<file path="config.mk">
export PLATFORM = sky130hd
export DESIGN_NAME = br_bus_decoder
export DESIGN_NICKNAME = d
export VERILOG_FILES = /design/src/rtl/br_pkg.sv /design/src/rtl/br_busnum_regs.sv /design/src/rtl/br_ctrl_reg.sv /design/src/rtl/br_range_cmp.sv /design/src/rtl/br_bus_decoder.sv
export SDC_FILE = /design/constraint.sdc
export NUM_CORES = 1
export LEC_CHECK = 0
export BUFFER_PORTS_ARGS = -buffer_cell sky130_fd_sc_hd__buf_2
export CAP_MARGIN = 20
export CORE_MARGIN = 8
export CORE_UTILIZATION = 57
export CTS_BUF_LIST = sky130_fd_sc_hd__clkbuf_8
export CTS_CLUSTER_SIZE = 25
export DETAILED_ROUTE_END_ITERATION = 10
export PLACE_DENSITY = 0.92
export SYNTH_ARGS = -nofsm -noshare
export SYNTH_HDL_FRONTEND = slang
export SYNTH_SLANG_ARGS = --single-unit
</file>
<file path="constraint.sdc">
create_clock -name clk -period 3.06 [get_ports clk]
set_clock_uncertainty 0.15 [all_clocks]
set_input_delay 0.306 -clock clk [delete_from_list [all_inputs] [get_ports clk]]
set_output_delay 0.306 -clock clk [all_outputs]
set_load 0.05 [all_outputs]
</file>
<file path="src/rtl/br_pkg.sv">
package br_pkg;
   typedef enum logic [1:0] {
      FWD_NONE  = 2'd0,
      FWD_LOCAL = 2'd1,
      FWD_DOWN  = 2'd2
   } fwd_kind_e;

   localparam int SEL_PRI = 0;
   localparam int SEL_SEC = 1;
   localparam int SEL_SUB = 2;
   localparam int SEL_CTL = 3;
endpackage

</file>
<file path="src/rtl/br_busnum_regs.sv">
module br_busnum_regs #(
   parameter int BUS_W = 8,
   parameter int SEL_W = 2
) (
   input  logic             clk,
   input  logic             rst_n,
   input  logic             wr_en,
   input  logic [SEL_W-1:0] wr_sel,
   input  logic [BUS_W-1:0] wr_val,
   output logic [BUS_W-1:0] pri_num,
   output logic [BUS_W-1:0] sec_num,
   output logic [BUS_W-1:0] sub_num
);
   localparam int NUM_REGS = 3;

   logic [BUS_W-1:0] num_q [NUM_REGS];

   for (genvar i = 0; i < NUM_REGS; i++) begin : g_num
      always_ff @(posedge clk) begin
         if (!rst_n)
            num_q[i] <= '0;
         else if (wr_en && (wr_sel == SEL_W'(i)))
            num_q[i] <= wr_val;
      end
   end

   assign pri_num = num_q[br_pkg::SEL_PRI];
   assign sec_num = num_q[br_pkg::SEL_SEC];
   assign sub_num = num_q[br_pkg::SEL_SUB];

   p_write_lands_r2: assert property (@(posedge clk) disable iff (!rst_n)
      (wr_en && wr_sel == SEL_W'(br_pkg::SEL_SEC)) |=> (sec_num == $past(wr_val)));
endmodule

</file>
<file path="src/rtl/br_ctrl_reg.sv">
module br_ctrl_reg #(
   parameter int             CTRL_W   = 16,
   parameter logic [CTRL_W-1:0] RW_MASK  = 16'h0FFF,
   parameter logic [CTRL_W-1:0] W1C_MASK = 16'h0400
) (
   input  logic              clk,
   input  logic              rst_n,
   input  logic              wr_en,
   input  logic [CTRL_W-1:0] wr_val,
   input  logic [CTRL_W-1:0] hw_set,
   output logic [CTRL_W-1:0] ctrl
);
   for (genvar b = 0; b < CTRL_W; b++) begin : g_bit
      if (W1C_MASK[b]) begin : g_w1c
         always_ff @(posedge clk) begin
            if (!rst_n)
               ctrl[b] <= 1'b0;
            else if (hw_set[b])
               ctrl[b] <= 1'b1;
            else if (wr_en && wr_val[b])
               ctrl[b] <= 1'b0;
         end
      end else if (RW_MASK[b]) begin : g_rw
         always_ff @(posedge clk) begin
            if (!rst_n)
               ctrl[b] <= 1'b0;
            else if (wr_en)
               ctrl[b] <= wr_val[b];
         end
      end else begin : g_ro
         assign ctrl[b] = 1'b0;
      end
   end

   for (genvar b = 0; b < CTRL_W; b++) begin : g_chk
      if (W1C_MASK[b]) begin : g_w1c_chk
         p_w1c_clear_r4: assert property (@(posedge clk) disable iff (!rst_n)
            (wr_en && wr_val[b] && !hw_set[b]) |=> !ctrl[b]);
         p_w1c_hold_r4: assert property (@(posedge clk) disable iff (!rst_n)
            (ctrl[b] && !(wr_en && wr_val[b])) |=> ctrl[b]);
      end
   end
endmodule

</file>
<file path="src/rtl/br_range_cmp.sv">
module br_range_cmp #(
   parameter int BUS_W = 8
) (
   input  logic             clk,
   input  logic             rst_n,
   input  logic             req_valid,
   input  logic [BUS_W-1:0] req_bus,
   input  logic [BUS_W-1:0] sec_num,
   input  logic [BUS_W-1:0] sub_num,
   input  logic             hold,
   output logic             dec_valid,
   output logic [1:0]       dec_kind
);
   import br_pkg::*;

   logic      hit_local;
   logic      hit_down;
   fwd_kind_e kind_d;

   always_comb begin
      hit_local = (req_bus == sec_num);
      hit_down  = (req_bus > sec_num) && (req_bus <= sub_num);
      if (hold)
         kind_d = FWD_NONE;
      else if (hit_local)
         kind_d = FWD_LOCAL;
      else if (hit_down)
         kind_d = FWD_DOWN;
      else
         kind_d = FWD_NONE;
   end

   always_ff @(posedge clk) begin
      if (!rst_n) begin
         dec_valid <= 1'b0;
         dec_kind  <= FWD_NONE;
      end else begin
         dec_valid <= req_valid;
         if (req_valid)
            dec_kind <= kind_d;
      end
   end

   p_valid_follow_r10: assert property (@(posedge clk) disable iff (!rst_n)
      req_valid |=> dec_valid);
   p_valid_quiet_r10: assert property (@(posedge clk) disable iff (!rst_n)
      !req_valid |=> !dec_valid);
   p_hold_blocks_r8: assert property (@(posedge clk) disable iff (!rst_n)
      (req_valid && hold) |=> (dec_kind == FWD_NONE));
   p_local_claim_r5: assert property (@(posedge clk) disable iff (!rst_n)
      (req_valid && !hold && req_bus == sec_num) |=> (dec_kind == FWD_LOCAL));
endmodule

</file>
<file path="src/rtl/br_bus_decoder.sv">
module br_bus_decoder #(
   parameter int                BUS_W     = 8,
   parameter int                CTRL_W    = 16,
   parameter int                RST_BIT   = 6,
   parameter int                DSTAT_BIT = 10,
   parameter logic [CTRL_W-1:0] RW_MASK   = 16'h0FFF
) (
   input  logic              clk,
   input  logic              rst_n,
   input  logic              cfg_wr,
   input  logic [1:0]        cfg_sel,
   input  logic [CTRL_W-1:0] cfg_wdata,
   output logic [CTRL_W-1:0] cfg_rdata,
   input  logic              discard_tmo,
   input  logic              req_valid,
   input  logic [BUS_W-1:0]  req_bus,
   output logic              dec_valid,
   output logic [1:0]        dec_kind,
   output logic              sec_reset
);
   import br_pkg::*;

   localparam logic [CTRL_W-1:0] W1C_MASK = CTRL_W'(1) << DSTAT_BIT;

   if (CTRL_W < BUS_W) begin : g_bad_width
      $error("control width must cover a bus number");
   end
   if (RST_BIT >= CTRL_W || DSTAT_BIT >= CTRL_W) begin : g_bad_bit
      $error("control bit position out of range");
   end

   logic [BUS_W-1:0]  pri_num, sec_num, sub_num;
   logic [CTRL_W-1:0] ctrl;
   logic [CTRL_W-1:0] hw_set;
   logic              bus_wr, ctl_wr;

   assign bus_wr = cfg_wr && (cfg_sel != 2'(SEL_CTL));
   assign ctl_wr = cfg_wr && (cfg_sel == 2'(SEL_CTL));
   assign hw_set = CTRL_W'(discard_tmo) << DSTAT_BIT;

   br_busnum_regs #(.BUS_W(BUS_W), .SEL_W(2)) u_nums (
      .clk     (clk),
      .rst_n   (rst_n),
      .wr_en   (bus_wr),
      .wr_sel  (cfg_sel),
      .wr_val  (cfg_wdata[BUS_W-1:0]),
      .pri_num (pri_num),
      .sec_num (sec_num),
      .sub_num (sub_num)
   );

   br_ctrl_reg #(.CTRL_W(CTRL_W), .RW_MASK(RW_MASK), .W1C_MASK(W1C_MASK)) u_ctrl (
      .clk    (clk),
      .rst_n  (rst_n),
      .wr_en  (ctl_wr),
      .wr_val (cfg_wdata),
      .hw_set (hw_set),
      .ctrl   (ctrl)
   );

   assign sec_reset = ctrl[RST_BIT];

   br_range_cmp #(.BUS_W(BUS_W)) u_cmp (
      .clk       (clk),
      .rst_n     (rst_n),
      .req_valid (req_valid),
      .req_bus   (req_bus),
      .sec_num   (sec_num),
      .sub_num   (sub_num),
      .hold      (sec_reset),
      .dec_valid (dec_valid),
      .dec_kind  (dec_kind)
   );

   always_comb begin
      unique case (cfg_sel)
         2'(SEL_PRI): cfg_rdata = CTRL_W'(pri_num);
         2'(SEL_SEC): cfg_rdata = CTRL_W'(sec_num);
         2'(SEL_SUB): cfg_rdata = CTRL_W'(sub_num);
         default:     cfg_rdata = ctrl;
      endcase
   end

   p_tmo_sets_r4: assert property (@(posedge clk) disable iff (!rst_n)
      discard_tmo |=> ctrl[DSTAT_BIT]);
endmodule

</file>
==> flow_metrics.py <==
metrics = {
    "timing": {
        "grt_setup_unrepaired": "false",
        "period_minus_slack_ns": 1.943,
        "hold_violations": 0,
        "fmax_mhz": 514.7,
        "setup_viol": 0,
        "drv_slew": 0,
        "setup_tns_ns": 0,
        "min_period_over_period_pct": 63.49,
    },
    "power_and_ir_drop": {
        "power.leakage_nw": 1.136,
        "p_per_area_nw_per_um2": 527.5,
        "ir_drop_uv": 372.5,
        "fin_total_pwr_mw": 1.348,
    },
    "critical_path": {
        "r2r-end": "u_cmp.dec_kind[1]",
        "rr_startpoint": "u_nums.num_q[2][1]",
        "critical_path_class": "input pin to output pin",
        "worstPathArrival_ns": 1.49,
        "worstSetupEndpointType": "output pin",
        "path_max_fanout": 19,
        "critPathLaunch": "cfg_sel[1]",
        "crit_end": "cfg_rdata[1]",
        "rr_worst_depth": 7,
        "critPathRequiredTime_ns": 2.60,
        "worst-r2r-setup-slack_ns": 1.37,
        "start_kind": "input pin",
    },
    "floorplanning": {
        "core_area_sq_um": 3716,
        "chipHeight_microns": 78.42,
        "placementRows": 22,
        "initial_core_util_pct": 59.76,
        "dieArea_sq_um": 6150,
        "io_pins": 51,
        "die_x_microns": 78.42,
    },
    "synthesis": {
        "synth_area_leader_cell": "edfxtp_1",
        "yosysMostFrequentCell": "nand2_1",
        "ys_warn_count": 0,
        "synthFlopType": "edfxtp_1",
        "synth.cells.most_frequent": "nand2_1, and2_1, edfxtp_1, ha_1, inv_1",
        "netlist_instances": 197,
        "synth-edff-count": 24,
        "yosysUniqueCellTypes": 36,
        "ys_seq_area_share_pct": 45.97,
        "synth_top_area_share_pct": 32.45,
        "syn-cell-area_sq_um": 2221,
        "synthArstFlopShare_pct": 0,
        "synth_area_leaders": "edfxtp_1, dfxtp_1, ha_1, mux4_2, and2_1",
        "postSynthAreaPerCell_sq_um": 11.27,
        "ys_ff_latch": 39,
    },
    "worst_hold_path": {
        "hold_path.class": "input pin to flip-flop",
    },
    "layout": {
        "multi_input_area_sq_um": 1057,
        "antenna_cells": 0,
        "n_fill_cell": 280,
        "syn_to_final_growth_pct": 15.10,
        "regArea_sq_um": 1021,
        "finalNetCount": 286,
        "drive_above_1_share_pct": 28.33,
    },
    "clocking": {
        "clock-root-buffer": "clkbuf_8",
        "cts_tree": "yes",
        "cts_resized": 0,
        "clk_latency_ns": 0.30,
        "clkSinkCount": 39,
        "cts_setup_buffers": 0,
        "htree_levels": 2,
        "clkSlewWorstSetupHoldPaths_ns": 0.07,
        "cts.hold.buffers_added": 0,
        "clockBufferDepth": 2,
        "cts_buffers": 5,
    },
    "placed_design": {
        "port-buffer-count": 42,
        "dp.final_hpwl_microns": 3618,
        "finalWeightedCongestion": 0.7912,
    },
    "routing": {
        "wl_microns": 4649,
        "drt_first_pass_iters": 4,
        "ant_nets": 0,
        "drc": 0,
        "vias": 1582,
        "viasPerCell": 5.493,
        "wl_per_cell_microns": 16.14,
        "dr.first_iter.drc_count": 55,
    },
    "global_routing": {
        "grt_max_degree": 20,
        "grt_pass1_vias": 1668,
        "gr-total-overflow": 0,
        "antenna_found_initial": 0,
        "grt_use_total_pct": 15.87,
        "grt_pass1_wl_microns": 7707,
    },
    "flow_run": {
        "cap_violations": 0,
    },
    "status": {
        "status": "complete, no violations",
    },
}
placed cells by master, fill, tap and decap left out, drive strengths merged, types with 3 or more instances in the layout:
cell / instances
buf: 44
nand2: 27
and2: 25
edfxtp: 24
inv: 17
ha: 16
dfxtp: 15
a21boi: 11
mux4: 8
a21oi: 7
clkbuf: 5
and3: 5
nor2b: 5
nand3: 4
o21ai: 4
nand4: 4
conb: 4
nor3: 3
logic make-up (layout without fill, tap and decap cells):
| group | Yosys count | after routing | share of synthesized area (%) |
|---|---|---|---|
| muxes | 9 | 9 | 8.563 |
| and+or+nand+nor | 77 | 77 | 20.68 |
| AOI/OAI and AO/OA | 27 | 27 | 8.676 |
| buffers and inverters | 28 | 68 | 6.929 |
| adders and majority gates | 16 | 16 | 9.014 |
| other | 1 | 4 | 0.1689 |
| DFF | 39 | 39 | 45.97 |
routing by layer:
layer / vias to the layer above / wire length [microns] / global-route usage, % / share of wire (%)
met5: - / 0 / 0 / 0
met4: 0 / 46 / 4.444 / 0.99
met3: 7 / 384 / 6.834 / 8.3
met2: 52 / 2243 / 26.76 / 48
met1: 754 / 1974 / 17.88 / 42
li1: 769 / - / - / -
how the worst min path moves through the flow:
stage                            to             from  cells past startpoint
detailed placement  u_ctrl.ctrl[11]  u_ctrl.ctrl[11]                      2
global placement     u_ctrl.ctrl[9]   u_ctrl.ctrl[9]                      2
CTS                 u_ctrl.ctrl[10]      discard_tmo                      3
finish              u_ctrl.ctrl[10]      discard_tmo                      3
floorplan           u_cmp.dec_valid        req_valid                      1
global route         u_ctrl.ctrl[9]     cfg_wdata[9]                      3
report_power, final:
part / leakage [nW] / internal, mW / switching [mW]
Clock: 0.0695 / 0.323 / 0.181
Combinational: 0.709 / 0.0864 / 0.154
Sequential: 0.358 / 0.589 / 0.0153
Total: 1.14 / 0.998 / 0.350
metrics by stage:
| step | util (%) | hold slack [ns] | cells | worst slack (ns) | cell area [sq um] |
|---|---|---|---|---|---|
| after CTS | 68.79 | 0.09977 | 288 | 1.077 | 2556 |
| after detailed placement | 65.22 | 0.2944 | 280 | 1.090 | 2424 |
| after floorplan | - | 0.2777 | 200 | 1.184 | 2232 |
| final | 68.79 | 0.1014 | 288 | 1.117 | 2556 |
| after global routing | 68.79 | 0.09593 | 288 | 1.033 | 2556 |
| after global placement | 65.22 | 0.2859 | 280 | 1.121 | 2424 |
cell type report:
| class | count | area share (%) |
|---|---|---|
| clock buffer | 5 | 2.692 |
| sequential | 39 | 39.94 |
| multi-input combinational | 133 | 41.36 |
| clock inverter | 3 | 2.496 |
| timing repair buffer | 44 | 8.811 |
| tap | 48 | 2.349 |
| inverter | 16 | 2.349 |
worst max-delay path: stages:
cell    delay [ns]
buf_2         0.38
mux4_2        0.56
buf_2         0.23
registers in the layout (all words and copies together) (netlist names):
register         flops
u_nums.num_q        24
u_cmp.dec_kind       2
u_ctrl.ctrl         12
u_cmp.dec_valid      1
No activity file was read; power rests on OpenSTA's default activity.
